<file path="src/rtl/cfgbus_pkg.sv">
package cfgbus_pkg;

    localparam int SEL_W = 2;

    typedef enum logic [1:0] {
        SEL_CLAMP_LO = 2'b00,
        SEL_CLAMP_HI = 2'b01,
        SEL_CTRL     = 2'b10,
        SEL_TEST     = 2'b11
    } reg_sel_e;

    typedef enum logic [1:0] {
        WK_ACTIVE = 2'd0,
        WK_ASLEEP = 2'd1,
        WK_WAKING = 2'd2
    } wake_state_e;

    typedef struct packed {
        logic       amp_off;
        logic       fmt_twos;
        logic       clamp_int;
        logic       pwr_down;
        logic [2:0] gain;
    } ctrl_t;

    localparam ctrl_t CTRL_RESET = '{amp_off: 1'b0, fmt_twos: 1'b0, clamp_int: 1'b0,
                                     pwr_down: 1'b0, gain: 3'b001};

endpackage

</file>
<file path="src/rtl/cfgbus_wr_sync.sv">
module cfgbus_wr_sync #(
    parameter int BUS_W = 10
) (
    input  logic             clk,
    input  logic             rst_n,
    input  logic             strobe,
    input  logic [BUS_W-1:0] bus,
    input  logic             hiz,
    output logic             wr_pulse,
    output logic [BUS_W-1:0] wr_data,
    output logic             wr_hiz
);
    localparam int SYNC_D = 3;

    logic [SYNC_D-1:0] stb_q;
    logic [BUS_W-1:0]  d1_q, d2_q;
    logic              h1_q, h2_q;

    always_ff @(posedge clk or negedge rst_n) begin
        if (!rst_n) begin
            stb_q <= '0;
            d1_q  <= '0;
            d2_q  <= '0;
            h1_q  <= 1'b0;
            h2_q  <= 1'b0;
        end else begin
            stb_q <= {stb_q[SYNC_D-2:0], strobe};
            d1_q  <= bus;
            d2_q  <= d1_q;
            h1_q  <= hiz;
            h2_q  <= h1_q;
        end
    end

    assign wr_pulse = stb_q[1] & ~stb_q[2];
    assign wr_data  = d2_q;
    assign wr_hiz   = h2_q;

    // a held strobe yields a single pulse
    assert_one_shot_R8: assert property (@(posedge clk) disable iff (!rst_n)
        wr_pulse |=> !wr_pulse);

endmodule

</file>
<file path="src/rtl/cfgbus_regs.sv">
module cfgbus_regs
    import cfgbus_pkg::*;
#(
    parameter int BUS_W = 10
) (
    input  logic                 clk,
    input  logic                 rst_n,
    input  logic                 wr_pulse,
    input  logic [BUS_W-1:0]     wr_data,
    input  logic                 wr_hiz,
    output logic [BUS_W-SEL_W-1:0] lo_q,
    output logic [1:0]           hi_q,
    output ctrl_t                ctrl_q,
    output logic [BUS_W-SEL_W-1:0] test_q
);
    localparam int PAY_W = BUS_W - SEL_W;

    reg_sel_e sel;
    logic     wr_en;

    assign sel   = reg_sel_e'(wr_data[BUS_W-1 -: SEL_W]);
    assign wr_en = wr_pulse & wr_hiz;

    always_ff @(posedge clk or negedge rst_n) begin
        if (!rst_n) begin
            lo_q   <= '0;
            hi_q   <= '0;
            ctrl_q <= CTRL_RESET;
            test_q <= '0;
        end else if (wr_en) begin
            unique case (sel)
                SEL_CLAMP_LO: lo_q   <= wr_data[PAY_W-1:0];
                SEL_CLAMP_HI: hi_q   <= wr_data[1:0];
                SEL_CTRL:     ctrl_q <= ctrl_t'(wr_data[6:0]);
                SEL_TEST:     test_q <= wr_data[PAY_W-1:0];
            endcase
        end
    end

    // writes seen while the bus is driven are dropped
    assert_locked_bus_R7: assert property (@(posedge clk) disable iff (!rst_n)
        (wr_pulse && !wr_hiz) |=>
            ($stable(lo_q) && $stable(hi_q) && $stable(ctrl_q) && $stable(test_q)));

    // scratch writes leave every control source alone
    assert_test_inert_R9: assert property (@(posedge clk) disable iff (!rst_n)
        (wr_pulse && wr_hiz && wr_data[BUS_W-1 -: SEL_W] == 2'b11) |=>
            ($stable(lo_q) && $stable(hi_q) && $stable(ctrl_q)));

    // writing the high pair keeps the low byte
    assert_upper_keeps_lower_R3: assert property (@(posedge clk) disable iff (!rst_n)
        (wr_pulse && wr_hiz && wr_data[BUS_W-1 -: SEL_W] == 2'b01) |=> $stable(lo_q));

endmodule

</file>
<file path="src/rtl/cfgbus_wake_fsm.sv">
module cfgbus_wake_fsm
    import cfgbus_pkg::*;
#(
    parameter int WAKE_CYCLES = 100
) (
    input  logic clk,
    input  logic rst_n,
    input  logic pwr_down,
    output logic ready
);
    localparam int CW = (WAKE_CYCLES < 2) ? 1 : $clog2(WAKE_CYCLES + 1);
    localparam logic [CW-1:0] LAST = CW'(WAKE_CYCLES - 1);

    wake_state_e   state_q, state_d;
    logic [CW-1:0] cnt_q, cnt_d;

    always_comb begin
        state_d = state_q;
        cnt_d   = cnt_q;
        unique case (state_q)
            WK_ACTIVE: if (pwr_down) state_d = WK_ASLEEP;
            WK_ASLEEP: if (!pwr_down) begin
                state_d = WK_WAKING;
                cnt_d   = '0;
            end
            WK_WAKING: begin
                if (pwr_down)           state_d = WK_ASLEEP;
                else if (cnt_q == LAST) state_d = WK_ACTIVE;
                else                    cnt_d   = cnt_q + 1'b1;
            end
            default:   state_d = WK_ASLEEP;
        endcase
    end

    always_ff @(posedge clk or negedge rst_n) begin
        if (!rst_n) begin
            state_q <= WK_ACTIVE;
            cnt_q   <= '0;
        end else begin
            state_q <= state_d;
            cnt_q   <= cnt_d;
        end
    end

    always_comb begin
        ready = (state_q == WK_ACTIVE);
    end

    // power down seen means not ready on the next cycle
    assert_sleep_blocks_ready_R10: assert property (@(posedge clk) disable iff (!rst_n)
        pwr_down |=> !ready);

    // ready only rises at the end of a wake-up wait
    assert_ready_after_wait_R11: assert property (@(posedge clk) disable iff (!rst_n)
        $rose(ready) |-> $past(state_q == WK_WAKING));

    // the wait counter never passes its limit
    assert_no_overflow_R11: assert property (@(posedge clk) disable iff (!rst_n)
        cnt_q <= LAST);

endmodule

</file>
<file path="src/rtl/cfgbus_front.sv">
module cfgbus_front
    import cfgbus_pkg::*;
#(
    parameter int BUS_W       = 10,
    parameter int WAKE_CYCLES = 100
) (
    input  logic             clk,
    input  logic             rst_n,
    input  logic [BUS_W-1:0] bus_in,
    input  logic             wr_strobe,
    input  logic             obus_hiz,
    output logic [BUS_W-1:0] clamp_level,
    output logic [1:0]       clamp_quarter,
    output logic             amp_off,
    output logic             fmt_twos,
    output logic             clamp_internal,
    output logic             pwr_down,
    output logic [2:0]       gain_code,
    output logic [3:0]       gain_half,
    output logic             conv_ready,
    output logic [BUS_W-3:0] dbg_clamp_lo,
    output logic [1:0]       dbg_clamp_hi,
    output logic [6:0]       dbg_ctrl,
    output logic [BUS_W-3:0] dbg_test
);
    localparam int PAY_W = BUS_W - SEL_W;

    logic             wr_pulse, wr_hiz;
    logic [BUS_W-1:0] wr_data;
    logic [PAY_W-1:0] lo_q, test_q;
    logic [1:0]       hi_q;
    ctrl_t            ctrl_q;

    cfgbus_wr_sync #(.BUS_W(BUS_W)) u_sync (
        .clk(clk), .rst_n(rst_n), .strobe(wr_strobe), .bus(bus_in), .hiz(obus_hiz),
        .wr_pulse(wr_pulse), .wr_data(wr_data), .wr_hiz(wr_hiz)
    );

    cfgbus_regs #(.BUS_W(BUS_W)) u_regs (
        .clk(clk), .rst_n(rst_n), .wr_pulse(wr_pulse), .wr_data(wr_data), .wr_hiz(wr_hiz),
        .lo_q(lo_q), .hi_q(hi_q), .ctrl_q(ctrl_q), .test_q(test_q)
    );

    cfgbus_wake_fsm #(.WAKE_CYCLES(WAKE_CYCLES)) u_wake (
        .clk(clk), .rst_n(rst_n), .pwr_down(ctrl_q.pwr_down), .ready(conv_ready)
    );

    assign clamp_level    = {hi_q, lo_q};
    assign clamp_quarter  = hi_q;
    assign amp_off        = ctrl_q.amp_off;
    assign fmt_twos       = ctrl_q.fmt_twos;
    assign clamp_internal = ctrl_q.clamp_int;
    assign pwr_down       = ctrl_q.pwr_down;
    assign gain_code      = ctrl_q.gain;
    assign gain_half      = {1'b0, ctrl_q.gain} + 4'd1;
    assign dbg_clamp_lo   = lo_q;
    assign dbg_clamp_hi   = hi_q;
    assign dbg_ctrl       = ctrl_q;
    assign dbg_test       = test_q;

endmodule

</file>
<file path="config.mk">
export PLATFORM = sky130hd
export DESIGN_NAME = cfgbus_front
export DESIGN_NICKNAME = d
export VERILOG_FILES = /design/src/rtl/cfgbus_pkg.sv /design/src/rtl/cfgbus_wr_sync.sv /design/src/rtl/cfgbus_regs.sv /design/src/rtl/cfgbus_wake_fsm.sv /design/src/rtl/cfgbus_front.sv
export SDC_FILE = /design/constraint.sdc
export NUM_CORES = 1
export LEC_CHECK = 0
export BUFFER_PORTS_ARGS = -buffer_cell sky130_fd_sc_hd__clkbuf_2
export CORE_ASPECT_RATIO = 1.75
export CORE_MARGIN = 2
export CORE_UTILIZATION = 35
export CTS_CLUSTER_SIZE = 25
export DETAILED_ROUTE_END_ITERATION = 8
export PLACE_DENSITY = 0.63
export SKIP_CTS_REPAIR_TIMING = 1
export SLEW_MARGIN = 20
export SYNTH_ARGS = -nofsm -noshare
export SYNTH_HDL_FRONTEND = slang
export SYNTH_SLANG_ARGS = --single-unit
</file>
<file path="constraint.sdc">
create_clock -name clk -period 2.3 [get_ports clk]
set_clock_uncertainty 0.2 [all_clocks]
set_input_delay 0.115 -clock clk [delete_from_list [all_inputs] [get_ports clk]]
set_output_delay 0.115 -clock clk [all_outputs]
set_load 0.005 [all_outputs]
</file>
==> metrics list, run 1 <==
* Number of DRC markers after the initial detailed-route iteration: 45
- The signal on the critical path passes through nor4bb_1 -> nor2b_1 -> buf_4 -> mux2_2.
* Drt pass-1 iters: 3
- The region available for standard cell placement spans 6490 sq um.
- I/O pin cnt: 63
- The worst setup path is launched from a flip-flop.
- Clock input transition at the sequential cells of the worst setup and hold paths: 0.05 ns
- TritonCTS built the clock tree.
* Number of max-capacitance violations reported: 0
- Synthesized instance count: 165
- Post-route minimum period: 1.76 ns
- The number of different library cells used by synthesis comes to 38.
- Excluding fillers, the count of instances in the completed layout stands at 316.
* Final cell area excluding filler cells: 3020 sq um
- In the post-route analysis, the smallest setup slack over all paths is 0.540 ns.
* Critical path type: reg -> reg
- Standard cell with the maximum stage delay on the critical path: sky130_fd_sc_hd__dfrtp_1
* Number of slew-limit violations in the final report: 0
- Root Driver: sky130_fd_sc_hd__clkbuf_16
* Worst path top cell family by delay: simple AND/OR/NAND/NOR gates
- At the end of routability-driven placement, the weighted congestion stood at 0.774.
* Number of sinks on the clock net: 59
* GR Overflow Total: 0
- The H-tree was split into 3 levels.
- Main synth FF type: sky130_fd_sc_hd__dfrtp_1
* Hold violation total from the final report: 0
- The flow ran to the end, and the final reports show no timing, DRC or antenna violations.
* Setup repair after global routing missed its margin: no
- Of the available clock period, the critical path in the final layout requires 0.765.
* Cell total after placement: 288
- Post-place instance area: 2590 sq um
* Share of flip-flops with an asynchronous set or reset after synthesis: 1.00
- Final routed DRC violation total: 0
* Signal arrival time at the worst endpoint: 1.76 ns
- The number of clock buffers added by TritonCTS is 9.
- The library cell used most frequently in the layout, excluding fill and tap cells, is sky130_fd_sc_hd__clkbuf_2.
* Avg Synthesized Cell Area: 14.1 sq um
* Total of warnings raised by yosys: 0
- Wire per inst: 13.1 um
- For this configuration, the core starts out at a cell density of 0.360.
* Yosys reg bits: 59
- Area of the die: 7360 sq um
- Number of core rows: 39
- The number of antenna violations at the first check in global routing was 0.
- In this run the power density over the cells is 1080 nW/um^2.
- Normalized max-slew margin: 0.526
* Global Route Usage Sum: 0.121
- Longest Clk Path Bufs: 2
* Path depth of the worst reg2reg path: 4
- On the worst path, the slowest cell contributes a delay of 0.39 ns.
- The die is 112 um tall.
* Slew of the pin with the lowest slew margin: 0.710 ns
- Setup violations remaining at the end of the flow were counted as 0.
- Final net count: 246
* Summed negative setup slack over all endpoints: 0 ns
- In this run the cell area of the synthesized design comes to 2330 sq um.
- Across all hold checks on the routed design, the worst slack comes to 0.141 ns.
- For this run, the register share of the synthesized area comes to 0.633.
- Entering global routing, the biggest net connects 60 pins.
* Die X-Extent: 65.7 um
- At the placement stage, the worst setup path has a slack of 0.561 ns.
- Vias post-DR: 1485
- Global-route wire length before repair: 6460 um
* Sum of net half-perimeters after detailed placement: 2790 um
- P&R area growth vs syn: 29.2%
- Final WL: 4140 um
- Number of port buffers: 62
- Cell leakage power: 0.00144 uW
* Vias in the first global route: 1348
* Kind of path behind the tightest hold check: reg -> reg
- The worst-case IR drop observed on VDD is 0.551 mV.
- Timing would allow up to 0.568 GHz.
- Of all nets on the critical path, the largest fanout is 8.
- Counting every net in the synthesized netlist gives 181.
- The worst hold path was traced through 0 stages.
* Commonest non-fill, non-tap cells in the layout: sky130_fd_sc_hd__clkbuf_2 (62), sky130_fd_sc_hd__dfrtp_1 (58), sky130_fd_sc_hd__mux2_2 (25), sky130_fd_sc_hd__dlygate4sd3_1 (13), sky130_fd_sc_hd__clkbuf_16 (9)
* Data required time at the worst endpoint: 2.30 ns
- Counting buffers and inverters, the worst setup path is 4 cells deep.
* Post-synth EDFFs: 0
- Antenna diode count: 0
- Element type at the critical path end: flip-flop
* CP bufs+invs: 1
- Clock insertion delay at the later pin of the skew report: 0.32 ns
- Final antenna-violating net count: 0
- In the final layout, the share of cells above drive strength 1 is 0.462.
- After detailed routing, the number of vias per cell comes to 4.70.
[final cells by class]
cell class | count | area, sq um
Clock buffer | 13 | 260
Clock inverter | 2 | 35.0
Fill cell | 599 | 3470
Inverter | 4 | 15.0
Multi-Input combinational cell | 79 | 669
Sequential cell | 59 | 1480
Tap cell | 82 | 103
Timing Repair Buffer | 77 | 455
[metal layers]
| layer | up-vias | GRT usage | part of all wire |
|---|---|---|---|
| met5 | - | 0 | 0 |
| li1 | 699 | - | - |
| met2 | 44 | 0.194 | 0.53 |
| met4 | 0 | 0.0792 | 0.022 |
| met1 | 735 | 0.131 | 0.39 |
| met3 | 7 | 0.0431 | 0.053 |
[sequential cells by signal, indices dropped and copies added (netlist names)]
signal and cells:
u_regs.ctrl_q 7, u_regs.hi_q 2, u_regs.lo_q 8, u_regs.test_q 8, u_sync.d1_q 10, u_sync.h1_q 1, u_sync.stb_q 3, u_sync.wr_data 10
u_sync.wr_hiz 1, u_wake.cnt_q 7, u_wake.state_q 2
[logic make-up after synthesis]
kind of cell    count (synthesis)  share of synthesized area
simple gates                   29                     0.0820
mux                            25                      0.121
compound gates                 22                     0.0697
buf+inv                        27                     0.0799
fa+ha+maj                       2                     0.0107
flops                          59                      0.633
xor+xnor                        1                    0.00375
[cells in the mapped netlist, types with 2 or more instances]
master,count,share of area
sky130_fd_sc_hd__buf_2,2,0.0043
sky130_fd_sc_hd__nand2_1,2,0.0032
sky130_fd_sc_hd__dfrtp_1,58,0.62
sky130_fd_sc_hd__o31a_1,2,0.0075
sky130_fd_sc_hd__nand2b_1,5,0.013
sky130_fd_sc_hd__a21oi_1,3,0.0064
sky130_fd_sc_hd__o211ai_1,2,0.0064
sky130_fd_sc_hd__a2111oi_0,2,0.0075
sky130_fd_sc_hd__nor2b_1,4,0.011
sky130_fd_sc_hd__mux2_2,25,0.12
sky130_fd_sc_hd__buf_4,20,0.064
sky130_fd_sc_hd__ha_1,2,0.011
sky130_fd_sc_hd__o22ai_1,3,0.0080
sky130_fd_sc_hd__inv_1,4,0.0064
sky130_fd_sc_hd__o21ai_0,3,0.0064
sky130_fd_sc_hd__and2_1,2,0.0054
sky130_fd_sc_hd__nand3_1,4,0.0086
sky130_fd_sc_hd__a211o_1,2,0.0075
[worst paths after layout]
check	from	end	slack, ns
max	u_sync.wr_data[8]$_DFF_PN0_	u_regs.lo_q[2]$_DFFE_PN0P_	0.54
min	u_sync.stb_q[0]$_DFF_PN0_	u_sync.stb_q[1]$_DFF_PN0_	0.14
max reg2reg	u_sync.wr_data[8]$_DFF_PN0_	u_regs.lo_q[2]$_DFFE_PN0P_	0.54
min reg2reg	u_sync.stb_q[0]$_DFF_PN0_	u_sync.stb_q[1]$_DFF_PN0_	0.14
max in group asynchronous	rst_n	u_regs.ctrl_q[6]$_DFFE_PN0P_	1.14
min in group asynchronous	rst_n	u_sync.d1_q[9]$_DFF_PN0_	0.28
[power by group]
part / switching, uW / internal (uW)
Sequential: 189 / 1210
Combinational: 224 / 337
Clock: 411 / 887
Total: 823 / 2430
[through the flow]
step | total power (uW) | util
final | 3250 | 0.465
after global placement | 1960 | 0.399
after floorplan | 1780 | -
after global routing | 3430 | 0.465
after detailed placement | 1970 | 0.399
after CTS | 3290 | 0.445
Power figures use the tool's default switching activity.
==> inputs of run 2 (changes only) <==
Settings changed: ABC_AREA set to 1.
Clock period 2.3 ns to 1.7 ns, I/O delays scaled along.
==> metrics list, run 2 <==
* Status: finished clean
- Dominant cell type by area after synthesis: sky130_fd_sc_hd__dfrtp_1
- STA classifies the critical path endpoint as a primary output.
- The number of antenna violations at the first check in global routing is 0.
- Drt pass-1 iters: 4
- Normalized max-slew margin: 0.709
- Clock input transition at the sequential cells of the worst setup and hold paths: 0.05 ns
- sky130_fd_sc_hd__dfrtp_1 is the most common cell in the netlist.
* Summed negative setup slack over all endpoints: 0 ns
- In this run the core area contains 39 standard-cell rows.
- Standard cell with the maximum stage delay on the critical path: sky130_fd_sc_hd__dfstp_2
* Share of flip-flops with an asynchronous set or reset after synthesis: 1.00
* Number of port buffers: 62
- Mux share of post-synthesis cell area: 0
* Post-synth EDFFs: 0
- The die covers 7310 sq um.
- The routed design could run at a clock period as short as 1.60 ns.
* CP bufs+invs: 1
- The share of synthesized area in the top cell type comes to 0.627.
- The routed design has 4070 um of wire.
* Synthesized instance count: 213
* Initial core utilization: 0.357
* Number of sinks on the clock net: 59
- Number of setup violations in the final report: 0
- Root Driver: sky130_fd_sc_hd__clkbuf_16
* Largest net degree at the start of global routing: 44
* Pre-CTS WS: 0.275 ns
- H-tree levels: 3
- Sum of net half-perimeters after detailed placement: 2870 um
- The via count of the first global-routing pass is 1368.
- Area occupied by multi-input gates: 604 sq um
- Counting tap cells, the placed design contains a total of 338 instances.
- The library cells used most frequently in the layout, excluding fill and tap cells, are sky130_fd_sc_hd__clkbuf_2 (62), sky130_fd_sc_hd__dfrtp_1 (58), sky130_fd_sc_hd__nand2_1 (55), sky130_fd_sc_hd__inv_1 (18), sky130_fd_sc_hd__o21ai_2 (15).
* Antenna diode count: 0
- Of the available clock period, the critical path in the final layout requires 0.940.
- Data required time at the worst endpoint: 1.41 ns
- In the final layout, the share of cells above drive strength 1 is 0.363.
- Dominant combinational cell family by area after synthesis: simple AND/OR/NAND/NOR gates
- Top cells by area, synth: sky130_fd_sc_hd__dfrtp_1 (63%), sky130_fd_sc_hd__nand2_1 (8.9%), sky130_fd_sc_hd__buf_4 (6.5%)
* Worst path top cell family by delay: flip-flops
* Hold violation total from the final report: 0
- The design draws 4350 uW.
- For this run, the register share of the synthesized area comes to 0.638.
- After synthesis, the mean cell area works out to 10.9 sq um.
- Total of warnings raised by yosys: 0
* Post-synthesis share of cell area spent on full adders, half adders and majority gates: 0.0108
- Standard cell core area: 6490 sq um
- Final net count: 296
* Fill count: 593
- Of the total synthesized cell area, the portion taken by XOR and XNOR cells is 0.00756.
- Delay of the slowest cell on the worst path: 0.56 ns
* Number of DRC markers after the initial detailed-route iteration: 51
* Kind of path behind the tightest hold check: in -> async
- Height of the die: 112 um
- The share of the synthesized area in compound gates (AO/OA/AOI/OAI) was 0.0816.
- The final number of max-transition violations is 0.
- Launching element type of the critical path: flip-flop
- Most frequent cells after synthesis: sky130_fd_sc_hd__dfrtp_1 (58), sky130_fd_sc_hd__nand2_1 (55), sky130_fd_sc_hd__buf_4 (20)
- Final cell area excluding filler cells: 3040 sq um
- Total power per unit cell area: 1430 nW/um^2
* Global Route Usage Sum: 0.119
* Vias post-DR: 1570
- TritonCTS buffer count: 9
- The synthesized design contains 59 register bits.
- The setup path with the least slack is of type reg -> out.
- The clock reaches the later pin of the worst-skew pair after 0.31 ns.
- The cell area that synthesis handed to floorplanning was 2320 sq um.
- After detailed routing, the average wire length per cell comes to 11.1 um.
- The worst-case IR drop observed on VDD is 0.962 mV.
- Pin placement for this block handled 63 I/O pins.
* Count of distinct cell types in the synthesized netlist: 23
* Die X-Extent: 65.5 um
- After detailed routing, the number of vias per cell comes to 4.29.
* Ordered cell list for the critical path: ha_1 -> xor2_1 -> clkbuf_2
- The clock passes through at most 2 buffers.
- Once detail routing completed, the nets flagged for antenna violations numbered 0.
- Final routed DRC violation total: 0
- For this run, the top clock speed supported by timing is 0.626 GHz.
- Post-place instance area: 2600 sq um
- Global-route wire length before repair: 6470 um
- GR Overflow Total: 0
- P&R area growth vs syn: 31.3%
- Synthesized-area fraction occupied by and/or/nand/nor cells: 0.161
* Number of max-capacitance violations reported: 0
- Leaving out fill and tap cells, the most frequent cell in the layout is sky130_fd_sc_hd__clkbuf_2.
* Slew of the pin with the lowest slew margin: 0.436 ns
- Sequential cell area: 1480 sq um
- Cell leakage power: 0.00157 uW
- Total nets after synthesis: 229
- CTS tree: done
- Signal arrival time at the worst endpoint: 1.31 ns
- At the end of routability-driven placement, the weighted congestion stood at 0.786.
* Main synth FF type: sky130_fd_sc_hd__dfrtp_1
* Critical-path maximum fanout: 5
- Worst Slack Setup Final: 0.102 ns
- Setup repair after global routing left no endpoint under its margin.
- Number of standard cells in the final layout excluding fillers: 366
[run 2: report_power, final]
group	internal (uW)	switching [uW]	leakage (uW)
sequential	1610	168	0.000726
combinational	354	389	0.000693
clock	1280	542	0.000155
[run 2: path summary, 6_finish.rpt]
path                                              start                          end  slack (ns)  cells past startpoint
max                        u_regs.ctrl_q[0]$_DFFE_PN1P_                 gain_half[2]        0.10                      3
min                                               rst_n   u_regs.lo_q[5]$_DFFE_PN0P_        0.05                      2
max reg2reg                 u_wake.cnt_q[0]$_DFFE_PN0P_  u_wake.cnt_q[0]$_DFFE_PN0P_        0.26                      7
min reg2reg                    u_sync.d1_q[5]$_DFF_PN0_  u_sync.wr_data[5]$_DFF_PN0_        0.14                      0
max in group asynchronous                         rst_n  u_sync.wr_data[0]$_DFF_PN0_        0.68                      3
min in group clk               u_sync.d1_q[5]$_DFF_PN0_  u_sync.wr_data[5]$_DFF_PN0_        0.14                      0
[run 2: cell type report]
type	instances	share of cell area
multi-input combinational	114	0.199
sequential	59	0.486
timing repair buffer	78	0.156
inverter	18	0.0222
tap	82	0.0337
clock inverter	1	0.00987
clock buffer	14	0.0934
[run 2: cells by family after synthesis]
group                      count (synthesis)
AOI/OAI and AO/OA                         26
xor gates and xnor gates                   2
buffers and inverters                     40
DFF                                       59
adders and majority gates                  2
and+or+nand+nor                           84
[run 2: routing by layer]
| metal | wire, um | up-vias | global-route usage |
|---|---|---|---|
| met5 | 0 | - | 0 |
| met4 | 87 | 0 | 0.0667 |
| met3 | 187 | 8 | 0.0475 |
| met2 | 2200 | 40 | 0.195 |
| met1 | 1590 | 736 | 0.130 |
| li1 | - | 786 | - |
[run 2: worst register-to-register path: cells and delay by family (launching register included)]
kind / cells / cell delay, ns
flops: 1 / 0.38
fa+ha+maj: 1 / 0.24
simple gates: 6 / 0.56
[run 2: stage by stage]
step / hold WS, ns / util
5_1_grt: 0.104 / 0.469
2_1_floorplan: -0.411 / -
3_3_place_gp: -0.156 / 0.400
6_report: 0.0542 / 0.469
4_1_cts: -0.494 / 0.449
3_5_place_dp: -0.154 / 0.400
==> inputs of run 3 (changes only) <==
--- a/config.mk
+++ b/config.mk
@@ -9,3 +9,3 @@
 export BUFFER_PORTS_ARGS = -buffer_cell sky130_fd_sc_hd__clkbuf_2
-export CORE_ASPECT_RATIO = 1.75
+export CORE_ASPECT_RATIO = 0.5
 export CORE_MARGIN = 2
==> constraint.sdc (replaced) <==
create_clock -name clk -period 1.7 [get_ports clk]
set_clock_uncertainty 0.2 [all_clocks]
set_input_delay 0.17 -clock clk [delete_from_list [all_inputs] [get_ports clk]]
set_output_delay 0.17 -clock clk [all_outputs]
set_load 0.005 [all_outputs]
==> metrics list, run 3 (synthesis results as in run 2) <==
- Hold violation total from the final report: 0
* Peak supply drop: 0.577 mV
- Pre-CTS WS: 0.277 ns
* Number of port buffers: 62
* Clock input transition at the sequential cells of the worst setup and hold paths: 0.05 ns
- Standard cell core area: 6230 sq um
- For this configuration, the core starts out at a cell density of 0.372.
* P&R area growth vs syn: 33.3%
* CTS tree: done
- Launching element type of the critical path: flip-flop
- The multi-input combinational cells in the finished layout cover a total of 607 sq um.
- For this design the top-level I/O count stands at 63.
- Post-route minimum period: 1.66 ns
* Number of setup violations in the final report: 0
- Leaving out fill and tap cells, the most frequent cell in the layout is sky130_fd_sc_hd__clkbuf_2.
* Layer with the highest usage after global routing: met2
- Once layout is complete, the utilization of the core stands at 0.495.
- Number of slew-limit violations in the final report: 0
- Sum of net half-perimeters after detailed placement: 3010 um
- Die X-Extent: 119 um
* Data required time at the worst endpoint: 1.33 ns
* Vias in the first global route: 1461
- The sequential cells in the finished layout cover a total of 1480 sq um.
- The worst setup path is captured at a primary output.
- Of the cells placed in the final design, the portion with a size suffix greater than 1 is 0.371.
- Largest net degree at the start of global routing: 24
- The number of antenna violations at the first check in global routing came to 0.
- Of the available clock period, the critical path in the final layout requires 0.974.
- Antenna diode count: 0
* Met1 Use GR: 0.141
* Number of core rows: 20
- Number of max-capacitance violations reported: 0
* Cell leakage power: 0.00159 uW
* Final WL: 4390 um
- In this run the tightest slew margin relative to its limit is 0.641.
* H-tree levels: 3
- Hold-critical path depth: 0
- For this run, the total global-route usage over all layers was measured as 0.128.
- For the worst-skew pair, the clock arrives at the later sink with an insertion delay of 0.32 ns.
- Cell total after placement: 344
- Standard cell with the maximum stage delay on the critical path: sky130_fd_sc_hd__dfstp_2
- In this run the worst hold path is classified as reg -> reg.
* Wire per inst: 11.7 um
- GR Overflow Total: 0
- Commonest non-fill, non-tap cells in the layout: sky130_fd_sc_hd__clkbuf_2 (61), sky130_fd_sc_hd__dfrtp_1 (58), sky130_fd_sc_hd__nand2_1 (55), sky130_fd_sc_hd__inv_1 (18), sky130_fd_sc_hd__o21ai_2 (15)
* Worst Slack Setup Final: 0.0444 ns
- The critical path goes through ha_2 -> xor2_1 -> buf_2.
- For this run, global-route usage on met3 was measured as 0.0639.
* Number of sinks on the clock net: 59
- Fill count: 529
- Height of the die: 61.5 um
- Summed negative setup slack over all endpoints: 0 ns
* Signal arrival time at the worst endpoint: 1.29 ns
- The die covers 7320 sq um.
- Number of DRC markers after the initial detailed-route iteration: 101
* Global-route wire length before repair: 6770 um
- Delay of the slowest cell on the worst path: 0.54 ns
- Critical path type: reg -> out
- Power spread over the standard cell area amounts to 1460 nW/um^2.
- Slew of the pin with the lowest slew margin: 0.539 ns
- The routed layout has 1609 vias.
- In the final design database the tool counted 297 nets.
- For this run, global-route usage on met2 was measured as 0.220.
- Total power for the finished layout comes to 4500 uW.
- Number of standard cells in the final layout excluding fillers: 374
- For this run, design rule violations remaining after detail routing come to 0.
* Status: finished clean
- Setup repair after global routing could not meet its margin everywhere.
- Of all nets on the critical path, the largest fanout is 3.
* Maximum achievable frequency: 0.604 GHz
- Final estimated routing congestion in global placement: 0.761
- The detail route stage leaves a number of antenna-violating nets equal to 0.
- CTS placed an instance of sky130_fd_sc_hd__clkbuf_16 at the clock tree root.
- Path depth of the worst reg2reg path: 5
* Drt pass-1 iters: 4
- Counting along the longest clock path gives a buffer depth of 2.
- Via-to-Cell Ratio: 4.30
* TritonCTS buffer count: 9
run 3: changes by cell type in the layout (fill, tap and decap cells not counted), sizes merged:
cell,before,now
buf,3,5
bufinv,1,2
clkbuf,76,73
clkinv,0,1
clkinvlp,0,1
run 3: metal layers:
| metal | vias to the layer above | wire (um) |
|---|---|---|
| met4 | 0 | 46 |
| met2 | 40 | 2290 |
| met3 | 7 | 246 |
| li1 | 794 | - |
| met1 | 768 | 1810 |
| met5 | - | 0 |
run 3: report_power, final:
group,switching (uW),internal (uW)
Combinational,406,365
Clock,585,1360
Sequential,171,1610
run 3: metrics by stage:
stage                     area [sq um]  hold slack [ns]
after floorplan                   2320           -0.326
after global placement            2620          -0.0348
after detailed placement          2620          -0.0241
after CTS                         2950           -0.371
after global routing              3090            0.153
final                             3090            0.144
run 3: layout make-up:
class                      instances  share of cell area
clock buffer                      12              0.0831
clock inverter                     4              0.0235
inverter                          18              0.0219
multi-input combinational        114               0.197
sequential                        59               0.479
tap                               88              0.0357
timing repair buffer              79               0.161
run 3: critical path, delay by kind of cell, from the launching register on:
family,cells,cell delay [ns]
flops,1,0.54
fa+ha+maj,1,0.17
xor+xnor,1,0.13
buf+inv,1,0.12
run 3: path summary, 6_finish.rpt:
check	to	slack, ns	start
setup / recovery	gain_half[2]	0.04	u_regs.ctrl_q[0]$_DFFE_PN1P_
hold / removal	u_sync.wr_data[1]$_DFF_PN0_	0.14	u_sync.d1_q[1]$_DFF_PN0_
setup reg to reg	u_regs.test_q[0]$_DFFE_PN0P_	0.26	u_sync.stb_q[1]$_DFF_PN0_
hold reg to reg	u_sync.wr_data[1]$_DFF_PN0_	0.14	u_sync.d1_q[1]$_DFF_PN0_
max in group asynchronous	u_sync.stb_q[0]$_DFF_PN0_	0.63	rst_n
min in group asynchronous	u_regs.test_q[3]$_DFFE_PN0P_	0.17	rst_n
